$ cat src/rtl/fbp_pkg.sv
package fbp_pkg;

    typedef enum logic [0:0] {
        ST_PASS = 1'b0,
        ST_PAD  = 1'b1
    } fbp_state_e;

endpackage

$ cat src/rtl/fbp_len_decode.sv
module fbp_len_decode #(
    parameter int SEL_W    = 2,
    parameter int MIN_LOG2 = 5,
    parameter int CNT_W    = MIN_LOG2 + (1 << SEL_W) - 1
) (
    input  logic [SEL_W-1:0] sel,
    output logic [CNT_W-1:0] mask
);
    localparam int NUM_LEN = 1 << SEL_W;

    logic [CNT_W-1:0] mask_tab [NUM_LEN];

    for (genvar g = 0; g < NUM_LEN; g++) begin : g_len
        localparam logic [CNT_W:0] LEN = (CNT_W+1)'(1) << (MIN_LOG2 + g);
        localparam logic [CNT_W:0] MSK = LEN - (CNT_W+1)'(1);
        assign mask_tab[g] = MSK[CNT_W-1:0];
    end

    assign mask = mask_tab[sel];

endmodule

$ cat src/rtl/fbp_beat_counter.sv
module fbp_beat_counter #(
    parameter int CNT_W = 8
) (
    input  logic             clk,
    input  logic             rst_n,
    input  logic             step,
    input  logic             clear,
    input  logic [CNT_W-1:0] mask,
    output logic [CNT_W-1:0] cnt,
    output logic             wrap_next
);
    logic [CNT_W-1:0] cnt_d, cnt_q, inc;

    always_comb begin
        inc   = (cnt_q + CNT_W'(1)) & mask;
        cnt_d = cnt_q;
        if (step) begin
            cnt_d = clear ? '0 : inc;
        end
    end

    always_ff @(posedge clk) begin
        if (!rst_n) cnt_q <= '0;
        else        cnt_q <= cnt_d;
    end

    assign cnt       = cnt_q;
    assign wrap_next = (inc == '0);

    // the position inside a burst never exceeds the current length
    assert_cnt_in_burst_R2: assert property (@(posedge clk) disable iff (!rst_n)
        (cnt_q & ~mask) == '0);

endmodule

$ cat src/rtl/field_burst_padder.sv
module field_burst_padder
    import fbp_pkg::*;
#(
    parameter int DATA_W   = 32,
    parameter int SEL_W    = 2,
    parameter int MIN_LOG2 = 5
) (
    input  logic              clk,
    input  logic              rst_n,
    input  logic [SEL_W-1:0]  burst_sel,
    input  logic              in_valid,
    output logic              in_ready,
    input  logic [DATA_W-1:0] in_data,
    input  logic              in_last,
    output logic              out_valid,
    input  logic              out_ready,
    output logic [DATA_W-1:0] out_data,
    output logic              out_last
);
    localparam int CNT_W = MIN_LOG2 + (1 << SEL_W) - 1;

    typedef struct packed {
        fbp_state_e        state;
        logic              first;
        logic [SEL_W-1:0]  sel;
        logic              o_valid;
        logic [DATA_W-1:0] o_data;
        logic              o_last;
        logic              o_pad;
    } regs_t;

    regs_t d, q;

    logic             slot_free, accept, pad_emit, load, fld_end, wrap_next;
    logic [SEL_W-1:0] eff_sel;
    logic [CNT_W-1:0] mask, cnt;

    assign slot_free = !q.o_valid || out_ready;
    assign eff_sel   = q.first ? burst_sel : q.sel;
    assign in_ready  = (q.state == ST_PASS) && slot_free;
    assign accept    = in_valid && in_ready;
    assign pad_emit  = (q.state == ST_PAD) && slot_free;
    assign load      = accept || pad_emit;

    fbp_len_decode #(
        .SEL_W(SEL_W), .MIN_LOG2(MIN_LOG2), .CNT_W(CNT_W)
    ) u_len (
        .sel (eff_sel),
        .mask(mask)
    );

    fbp_beat_counter #(.CNT_W(CNT_W)) u_cnt (
        .clk      (clk),
        .rst_n    (rst_n),
        .step     (load),
        .clear    (fld_end),
        .mask     (mask),
        .cnt      (cnt),
        .wrap_next(wrap_next)
    );

    always_comb begin
        d       = q;
        fld_end = 1'b0;
        if (q.o_valid && out_ready) begin
            d.o_valid = 1'b0;
        end
        if (accept) begin
            d.o_valid = 1'b1;
            d.o_data  = in_data;
            d.o_pad   = 1'b0;
            d.o_last  = 1'b0;
            if (q.first) begin
                d.sel   = burst_sel;
                d.first = 1'b0;
            end
            if (in_last) begin
                if (wrap_next) begin
                    d.o_last = 1'b1;
                    d.first  = 1'b1;
                    fld_end  = 1'b1;
                end else begin
                    d.state = ST_PAD;
                end
            end
        end else if (pad_emit) begin
            d.o_valid = 1'b1;
            d.o_data  = '0;
            d.o_pad   = 1'b1;
            d.o_last  = 1'b0;
            if (wrap_next) begin
                d.o_last = 1'b1;
                d.first  = 1'b1;
                d.state  = ST_PASS;
                fld_end  = 1'b1;
            end
        end
    end

    always_ff @(posedge clk) begin
        if (!rst_n) begin
            q.state   <= ST_PASS;
            q.first   <= 1'b1;
            q.sel     <= '0;
            q.o_valid <= 1'b0;
            q.o_data  <= '0;
            q.o_last  <= 1'b0;
            q.o_pad   <= 1'b0;
        end else begin
            q <= d;
        end
    end

    assign out_valid = q.o_valid;
    assign out_data  = q.o_data;
    assign out_last  = q.o_last;

    // ---------------- assertions ----------------
    logic [CNT_W-1:0] xfer_q;
    logic [CNT_W-1:0] xfer_mask;

    fbp_len_decode #(
        .SEL_W(SEL_W), .MIN_LOG2(MIN_LOG2), .CNT_W(CNT_W)
    ) u_len_chk (
        .sel (q.sel),
        .mask(xfer_mask)
    );

    always_ff @(posedge clk) begin
        if (!rst_n) begin
            xfer_q <= '0;
        end else if (out_valid && out_ready) begin
            xfer_q <= out_last ? '0 : xfer_q + CNT_W'(1);
        end
    end

    assert_pad_zero_R3: assert property (@(posedge clk) disable iff (!rst_n)
        (out_valid && q.o_pad) |-> (out_data == '0));

    assert_last_aligned_R5: assert property (@(posedge clk) disable iff (!rst_n)
        (out_valid && out_ready && out_last) |->
            (((xfer_q + CNT_W'(1)) & xfer_mask) == '0));

    assert_no_input_while_pad_R6: assert property (@(posedge clk) disable iff (!rst_n)
        (q.state == ST_PAD) |-> !in_ready);

    assert_hold_stalled_R7: assert property (@(posedge clk) disable iff (!rst_n)
        (out_valid && !out_ready) |=>
            (out_valid && $stable(out_data) && $stable(out_last)));

endmodule

$ cat config.mk
export PLATFORM = sky130hd
export DESIGN_NAME = field_burst_padder
export DESIGN_NICKNAME = d
export VERILOG_FILES = /design/src/rtl/fbp_pkg.sv /design/src/rtl/fbp_len_decode.sv /design/src/rtl/fbp_beat_counter.sv /design/src/rtl/field_burst_padder.sv
export SDC_FILE = /design/constraint.sdc
export NUM_CORES = 1
export LEC_CHECK = 0
export ABC_AREA = 1
export BUFFER_PORTS_ARGS = -buffer_cell sky130_fd_sc_hd__buf_4
export CAP_MARGIN = 20
export CORE_ASPECT_RATIO = 1.1
export CORE_MARGIN = 8
export CORE_UTILIZATION = 55
export DETAILED_ROUTE_END_ITERATION = 6
export PLACE_DENSITY = 0.84
export SYNTH_ARGS = -nofsm -noshare
export SYNTH_HDL_FRONTEND = slang
export SYNTH_HIERARCHICAL = 1
export SYNTH_SLANG_ARGS = --single-unit
$ cat constraint.sdc
create_clock -name clk -period 2.9 [get_ports clk]
set_clock_uncertainty 0.1 [all_clocks]
set_input_delay 0.58 -clock clk [delete_from_list [all_inputs] [get_ports clk]]
set_output_delay 0.58 -clock clk [all_outputs]
set_load 0.02 [all_outputs]
After elaboration in Yosys (flattened, before gate mapping)
Index checks and enable logic that the tools add are counted.
{"block": "word_totals", "reg_bits": 47, "output_inout_bits": 35}
{"block": "classes", "add_sub_neg": 1, "magnitude_cmp": 1, "eq_ne": 2, "muxes": 18, "n_bitwise": 4, "reduce_logical": 15}
{"cell": "$mux 35", "count": 2}
{"cell": "$mux 8", "count": 3}
{"cell": "$bmux 8 s2", "count": 1}
{"cell": "$mux 2", "count": 5}
{"cell": "$add 8x1->8 const B", "count": 1}
{"cell": "$and 8x8->8", "count": 1}
{"cell": "$logic_not 8->1", "count": 1}
{"cell": "$mux 1", "count": 7}
{"cell": "$logic_and 1x1->1", "count": 4}
{"cell": "$ne 2x2->1 const B", "count": 2}
{"cell": "$reduce_and 2->1", "count": 2}
{"cell": "$reduce_and 4->1", "count": 1}
{"cell": "$reduce_bool 2->1", "count": 2}
{"cell": "$ge 3x3->1 const B", "count": 1}
{"cell": "$not 2->3", "count": 1}
{"cell": "$reduce_bool 3->1", "count": 1}
{"cell": "$logic_or 1x1->1", "count": 2}
{"cell": "$not 1->1", "count": 2}
{"cell": "$reduce_or 2->1", "count": 1}
{"cell": "$logic_not 1->1", "count": 1}

Longest topological paths before layout
{"block": "logic_depth", "depth_word": 11, "depth_mapped": 17}

Cells and area by module
The synthesis kept the hierarchy.
{"module": "field_burst_padder", "instances": 1, "cells_per_inst": 223, "area_per_inst_um2": 1861.8, "seq_area_each_um2": 760.7}
{"module": "fbp_beat_counter", "instances": 1, "cells_per_inst": 82, "area_per_inst_um2": 538.0, "seq_area_each_um2": 160.2}
{"module": "fbp_len_decode", "instances": 1, "cells_per_inst": 12, "area_per_inst_um2": 67.6, "seq_area_each_um2": 0.0}

Least setup slack after synthesis
Ideal clock, no wire load.
{"block": "synth_path", "path_type": "input to register", "startpoint": "in burst_sel[1]", "endpoint": "reg u_cnt.cnt_q[5], in the netlist u_cnt/cnt[5]", "setup_ps": 70, "t_arrival_ps": 1876, "required_ps": 2730, "setup_slack_ps": 854, "cell_stages": 14, "n_path_buf": 1, "path_cell_list": "nand2_1 > o21ai_0 > buf_4 > a21boi_1 > nand2_1 > nand2_1 > nor2_2 > nand2_1 > inv_1 > nand4_1 > nand2_1 > nor2_4 > nand4_1 > a21oi_1"}
{"block": "synth_via", "elab_chain_cells": 11, "elab_cells_between_ends": 12, "classes_between": "9 x mux; 2 x bitwise; 1 x reduce/logical"}
{"item": "start: declaration", "line_no": "field_burst_padder.sv:10", "rtl": "input logic [SEL_W-1:0] burst_sel,"}
{"item": "$mux 2 (*)", "line_no": "field_burst_padder.sv:39", "rtl": "assign eff_sel = q.first ? burst_sel : q.sel;"}
{"item": "via eff_sel[1]", "line_no": "field_burst_padder.sv:35", "rtl": "logic [SEL_W-1:0] eff_sel;"}
{"item": "$not 2->3 (implied by the code) (*)", "line_no": "fbp_len_decode.sv:19", "rtl": "assign mask = mask_tab[sel];"}
{"item": "$bmux 8 s2 (*)", "line_no": "fbp_len_decode.sv:19"}
{"item": "$mux 8 (implied by the code) (*) (2 in a row)", "line_no": "fbp_len_decode.sv:19"}
{"item": "via mask[6]", "line_no": "field_burst_padder.sv:36", "rtl": "logic [CNT_W-1:0] mask, cnt;"}
{"item": "$and 8x8->8 (*)", "line_no": "fbp_beat_counter.sv:15", "rtl": "inc = (cnt_q + CNT_W'(1)) & mask;"}
{"item": "$logic_not 8->1 (*)", "line_no": "fbp_beat_counter.sv:28", "rtl": "assign wrap_next = (inc == '0);"}
{"item": "via wrap_next", "line_no": "field_burst_padder.sv:34", "rtl": "logic slot_free, accept, pad_emit, load, fld_end, wrap_next;"}
{"item": "$mux 1 (*)", "line_no": "field_burst_padder.sv:78, field_burst_padder.sv:91"}
{"item": "$mux 1 (on tied branches)", "line_no": "field_burst_padder.sv:86, field_burst_padder.sv:77"}
{"item": "$mux 1 (*)", "line_no": "field_burst_padder.sv:68", "rtl": "if (accept) begin"}
{"item": "$mux 8 (*)", "line_no": "fbp_beat_counter.sv:18", "rtl": "cnt_d = clear ? '0 : inc;"}
{"item": "end signal: assignment", "line_no": "fbp_beat_counter.sv:24", "rtl": "else cnt_q <= cnt_d;"}
{"item": "end: declaration", "line_no": "fbp_beat_counter.sv:12", "rtl": "logic [CNT_W-1:0] cnt_d, cnt_q, inc;"}
The timed path passes the listed nets; every way through them passes the cells marked *. The select of a mux whose other input is x is not followed.
A chain may end at the register's enable or synchronous reset.

Final worst setup path
{"block": "layout_path", "startpoint": "reg u_cnt.cnt_q[0], in the netlist u_cnt/cnt[0]", "endpoint": "reg u_cnt.cnt_q[7], in the netlist u_cnt/cnt[7]"}
{"block": "layout_via", "elab_chain_cells": 7, "elab_cells_between_ends": 8, "classes_between": "1 x add/sub; 5 x mux; 1 x bitwise; 1 x reduce/logical"}
{"item": "$add 8x1->8 (*)", "line_no": "fbp_beat_counter.sv:15"}
{"item": "$and 8x8->8 (*)", "line_no": "fbp_beat_counter.sv:15"}
{"item": "$logic_not 8->1 (*)", "line_no": "fbp_beat_counter.sv:28"}
{"item": "via wrap_next", "line_no": "field_burst_padder.sv:34"}
{"item": "$mux 1 (*)", "line_no": "field_burst_padder.sv:78, field_burst_padder.sv:91"}
{"item": "$mux 1 (on tied branches)", "line_no": "field_burst_padder.sv:86, field_burst_padder.sv:77"}
{"item": "$mux 1 (*)", "line_no": "field_burst_padder.sv:68"}
{"item": "$mux 8 (*)", "line_no": "fbp_beat_counter.sv:18"}
The timed path passes the listed nets; every way through them passes the cells marked *.

==> flow_summary.ini <==
[detailed_routing]
firstDrtPassIters = 4
detail_route.wl_per_cell_um = 12.92
dr_total_vias = 1961
remaining_design_rule_violation_count = 0
drtIter0Drc = 84
postRouteWirelength_um = 5296
antenna_violating_nets_post_route = 0
detail_route.vias_per_cell = 4.783

[clock_network]
cts_max_path_buffers = 2
postCtsSetupBuffers = 0
h-tree-depth = 2
cts_made_buffers = 5
postCtsResizedCells = 0
clkSinkCount = 46
clock_tree.root_cell = sky130_fd_sc_hd__clkbuf_8
cts_tree = yes
clk_pin_slew_ns = 0.08
cts.hold.buffers_added = 0
clkLatencyLatePin_ns = 0.30

[logic_synthesis]
main_combinational_cell_family_by_area_after_synthesis = simple AND/OR/NAND/NOR gates
muxShareOfSynthArea_pct = 0
syn_area_um2 = 2467
netlist-cell-type-count = 27
post_synth_main_area_contributors = sky130_fd_sc_hd__dfxtp_1, sky130_fd_sc_hd__nand2_1, sky130_fd_sc_hd__buf_4
yosys.area.top_type = sky130_fd_sc_hd__dfxtp_1
synthesized_area_fraction_occupied_by_xor_and_xnor_cells_pct = 0
synthesis.area_per_instance_um2 = 7.783
synth_cells = 317
synth_simple_gate_area_share_pct = 26.98
yosys.area_share.adder_pct = 1.014
ys_ff_latch = 46
ys_warn_count = 6
synth_top_area_share_pct = 37.32
seq_total_area_yosys_pct = 37.32
synth_compound_gate_area_share_pct = 15.11

[global_route]
overall_track_demand_over_capacity_in_global_routing_pct = 15.65
grt_pass1_vias = 1996
grt_pass1_wl_um = 8790
grt_antenna_before_repair = 0
overflow = 0
pin_count_of_the_biggest_net_entering_global_routing = 37

[power_and_ir_drop]
irDropWorstVdd_v = 0.0002957
static-leakage-power_nw = 1.292
power_per_cell_area_nw_per_um2 = 517.1

[sta]
unrepaired_setup_endpoints_after_global_routing = false
timing.final.hold_violations = 0
setup-tns-final_ns = 0
worstMarginPinSlew_ns = 0.8757
max_transition_margin_pct = 41.40
portion_of_the_clock_cycle_consumed_by_the_worst_path_in_the_final_layout_pct = 73.97
finalCriticalPeriod_ns = 2.145
finalSetupViolCount = 0
fmaxAchievable_mhz = 466.2
final_max_slew_viol_count = 0

[final_layout]
post-route-util_pct = 65.77
filler_instances = 386
synthToLayoutAreaGrowth_pct = 15.06
finalNetCount = 396
mostFrequentLayoutCell = sky130_fd_sc_hd__nand2_1
highest_count_cells_in_the_layout_ignoring_fill_and_taps = sky130_fd_sc_hd__nand2_1, sky130_fd_sc_hd__buf_4, sky130_fd_sc_hd__dfxtp_1, sky130_fd_sc_hd__nand2_2, sky130_fd_sc_hd__inv_1
diodes = 0
post_route_cells_drive_above_1_share_pct = 39.33

[setup_path]
worstSetupEndpointType = register
worstSetupStartpoint = u_cnt/cnt[0]$_SDFFE_PN0P_
critPathMaxFanout = 8
regToRegSetupSlack_ns = 0.75
path_class = reg -> reg
rr_worst_depth = 17
crit_top_cell = sky130_fd_sc_hd__nand2_1
slowest_stage = sky130_fd_sc_hd__dfxtp_1
worstReg2RegStart = u_cnt/cnt[0]$_SDFFE_PN0P_
cp-start-kind = register
crit_path_max_incr_delay_ns = 0.35
worst-endpoint-required_ns = 2.98
timing.critical_path.to = u_cnt/cnt[7]$_SDFFE_PN0P_
timing.critical_path.arrival_ns = 2.22
reg2reg_to = u_cnt/cnt[7]$_SDFFE_PN0P_
cells_traversed_along_the_worst_timing_path = ha_1, nand2_2, inv_2, nand2_2, nand2_1, nand2_1, nand2_1, nor2_1, nand2_1, nor2_2, nand2_1, inv_1, nand4_1, nand2_1, nor2_4, nand4_1, a21oi_1

[floorplan]
die_area_um2 = 6888
design.portCount = 74
initial_utilization_pct = 57.16
core-area_um2 = 4317
die-width_um = 79.86
die_h_um = 86.25
placementRows = 25

[min_path]
worstHoldPathType = reg -> reg

[placement]
io_buffer_count = 73
gpl.final_weighted_congestion = 0.7907
dp.final_hpwl_um = 3852

[job]
cap_violations = 0

[status]
outcome = complete, no violations
==> through the flow <==
step	std cells	area [um2]	hold slack [ns]	power [W]	worst slack (ns)
3_3_place_gp	402	2733	0.3520	0.001009	0.6995
3_5_place_dp	402	2733	0.3562	0.001016	0.6797
4_1_cts	410	2839	0.3691	0.001481	0.7409
5_1_grt	410	2839	0.3948	0.001540	0.5542
2_1_floorplan	321	2482	0.3440	0.0009517	0.8536
6_report	410	2839	0.3673	0.001468	0.7549
==> how the worst min path moves through the flow <==
| stage | start | endpoint | slack, ns | cells after the start |
|---|---|---|---|---|
| floorplan | out_data[17]$_SDFFE_PN0P_ | out_data[17]$_SDFFE_PN0P_ | 0.34 | 2 |
| global placement | out_data[25]$_SDFFE_PN0P_ | out_data[25]$_SDFFE_PN0P_ | 0.35 | 2 |
| detailed placement | out_data[18]$_SDFFE_PN0P_ | out_data[18]$_SDFFE_PN0P_ | 0.36 | 2 |
| CTS | out_data[18]$_SDFFE_PN0P_ | out_data[18]$_SDFFE_PN0P_ | 0.37 | 2 |
| global route | out_data[19]$_SDFFE_PN0P_ | out_data[19]$_SDFFE_PN0P_ | 0.39 | 2 |
| finish | out_data[18]$_SDFFE_PN0P_ | out_data[18]$_SDFFE_PN0P_ | 0.37 | 2 |
==> final cells by class <==
class | count | area (um2) | share of cell area (%)
clock inverter | 1 | 30.03 | 1.058
sequential | 46 | 920.9 | 32.44
tap | 54 | 67.56 | 2.380
timing repair buffer | 74 | 555.5 | 19.57
inverter | 27 | 106.4 | 3.746
clock buffer | 7 | 76.32 | 2.688
multi-input combinational | 201 | 1082 | 38.12
==> kinds of logic after synthesis <==
group / count (synthesis)
AO/OA/AOI/OAI: 52
adder cells (fa/ha/maj): 2
buffers and inverters: 74
flip-flops: 46
other: 1
AND/OR/NAND/NOR: 142
==> power by group <==
part	internal [W]	leakage [nW]	switching (W)
combinational	0.000126	0.863	0.000182
sequential	0.000669	0.377	0.0000220
clock	0.000258	0.0524	0.000211
==> critical path, delay by kind of cell, from the launching register on <==
kind	cells	cell delay [ns]
compound gates	1	0.06
simple gates	13	1.17
fa+ha+maj	1	0.23
buf+inv	2	0.12
flops	1	0.35
==> metal layers <==
| metal | GRT usage, % | wire length, um | up-vias |
|---|---|---|---|
| met2 | 26.93 | 2670 | 47 |
| met4 | 4.801 | 23 | 0 |
| li1 | - | - | 1025 |
| met1 | 16.99 | 2235 | 887 |
| met5 | 0 | 0 | - |
| met3 | 6.418 | 367 | 2 |
==> registers in the layout, indices dropped and copies added (netlist names) <==
| register | count |
|---|---|
| out_valid | 1 |
| out_last | 1 |
| u_cnt/cnt | 8 |
| q | 4 |
| out_data | 32 |
==> cells in the mapped netlist <==
| cell type | number |
|---|---|
| sky130_fd_sc_hd__a21boi_1 | 1 |
| sky130_fd_sc_hd__nand3_2 | 2 |
| sky130_fd_sc_hd__o21bai_1 | 1 |
| sky130_fd_sc_hd__buf_6 | 1 |
| sky130_fd_sc_hd__nand2_1 | 83 |
| sky130_fd_sc_hd__a21oi_2 | 22 |
| sky130_fd_sc_hd__nand3_4 | 1 |
| sky130_fd_sc_hd__a21oi_1 | 19 |
| sky130_fd_sc_hd__inv_6 | 1 |
| sky130_fd_sc_hd__conb_1 | 1 |
| sky130_fd_sc_hd__nor2_4 | 2 |
| sky130_fd_sc_hd__nand2_2 | 24 |
| sky130_fd_sc_hd__buf_12 | 2 |
| sky130_fd_sc_hd__inv_2 | 3 |
| sky130_fd_sc_hd__o21ai_4 | 1 |
| sky130_fd_sc_hd__nor2_2 | 3 |
| sky130_fd_sc_hd__buf_4 | 41 |
| sky130_fd_sc_hd__nor2_1 | 13 |
| sky130_fd_sc_hd__inv_1 | 23 |
| sky130_fd_sc_hd__o21ai_0 | 7 |
| sky130_fd_sc_hd__dfxtp_1 | 46 |
| sky130_fd_sc_hd__nand4_1 | 5 |
| sky130_fd_sc_hd__buf_2 | 2 |
| sky130_fd_sc_hd__o21bai_4 | 1 |
| sky130_fd_sc_hd__nand3_1 | 9 |
| sky130_fd_sc_hd__clkbuf_1 | 1 |
| sky130_fd_sc_hd__ha_1 | 2 |
Note: power is estimated with default switching activity, not from simulation.
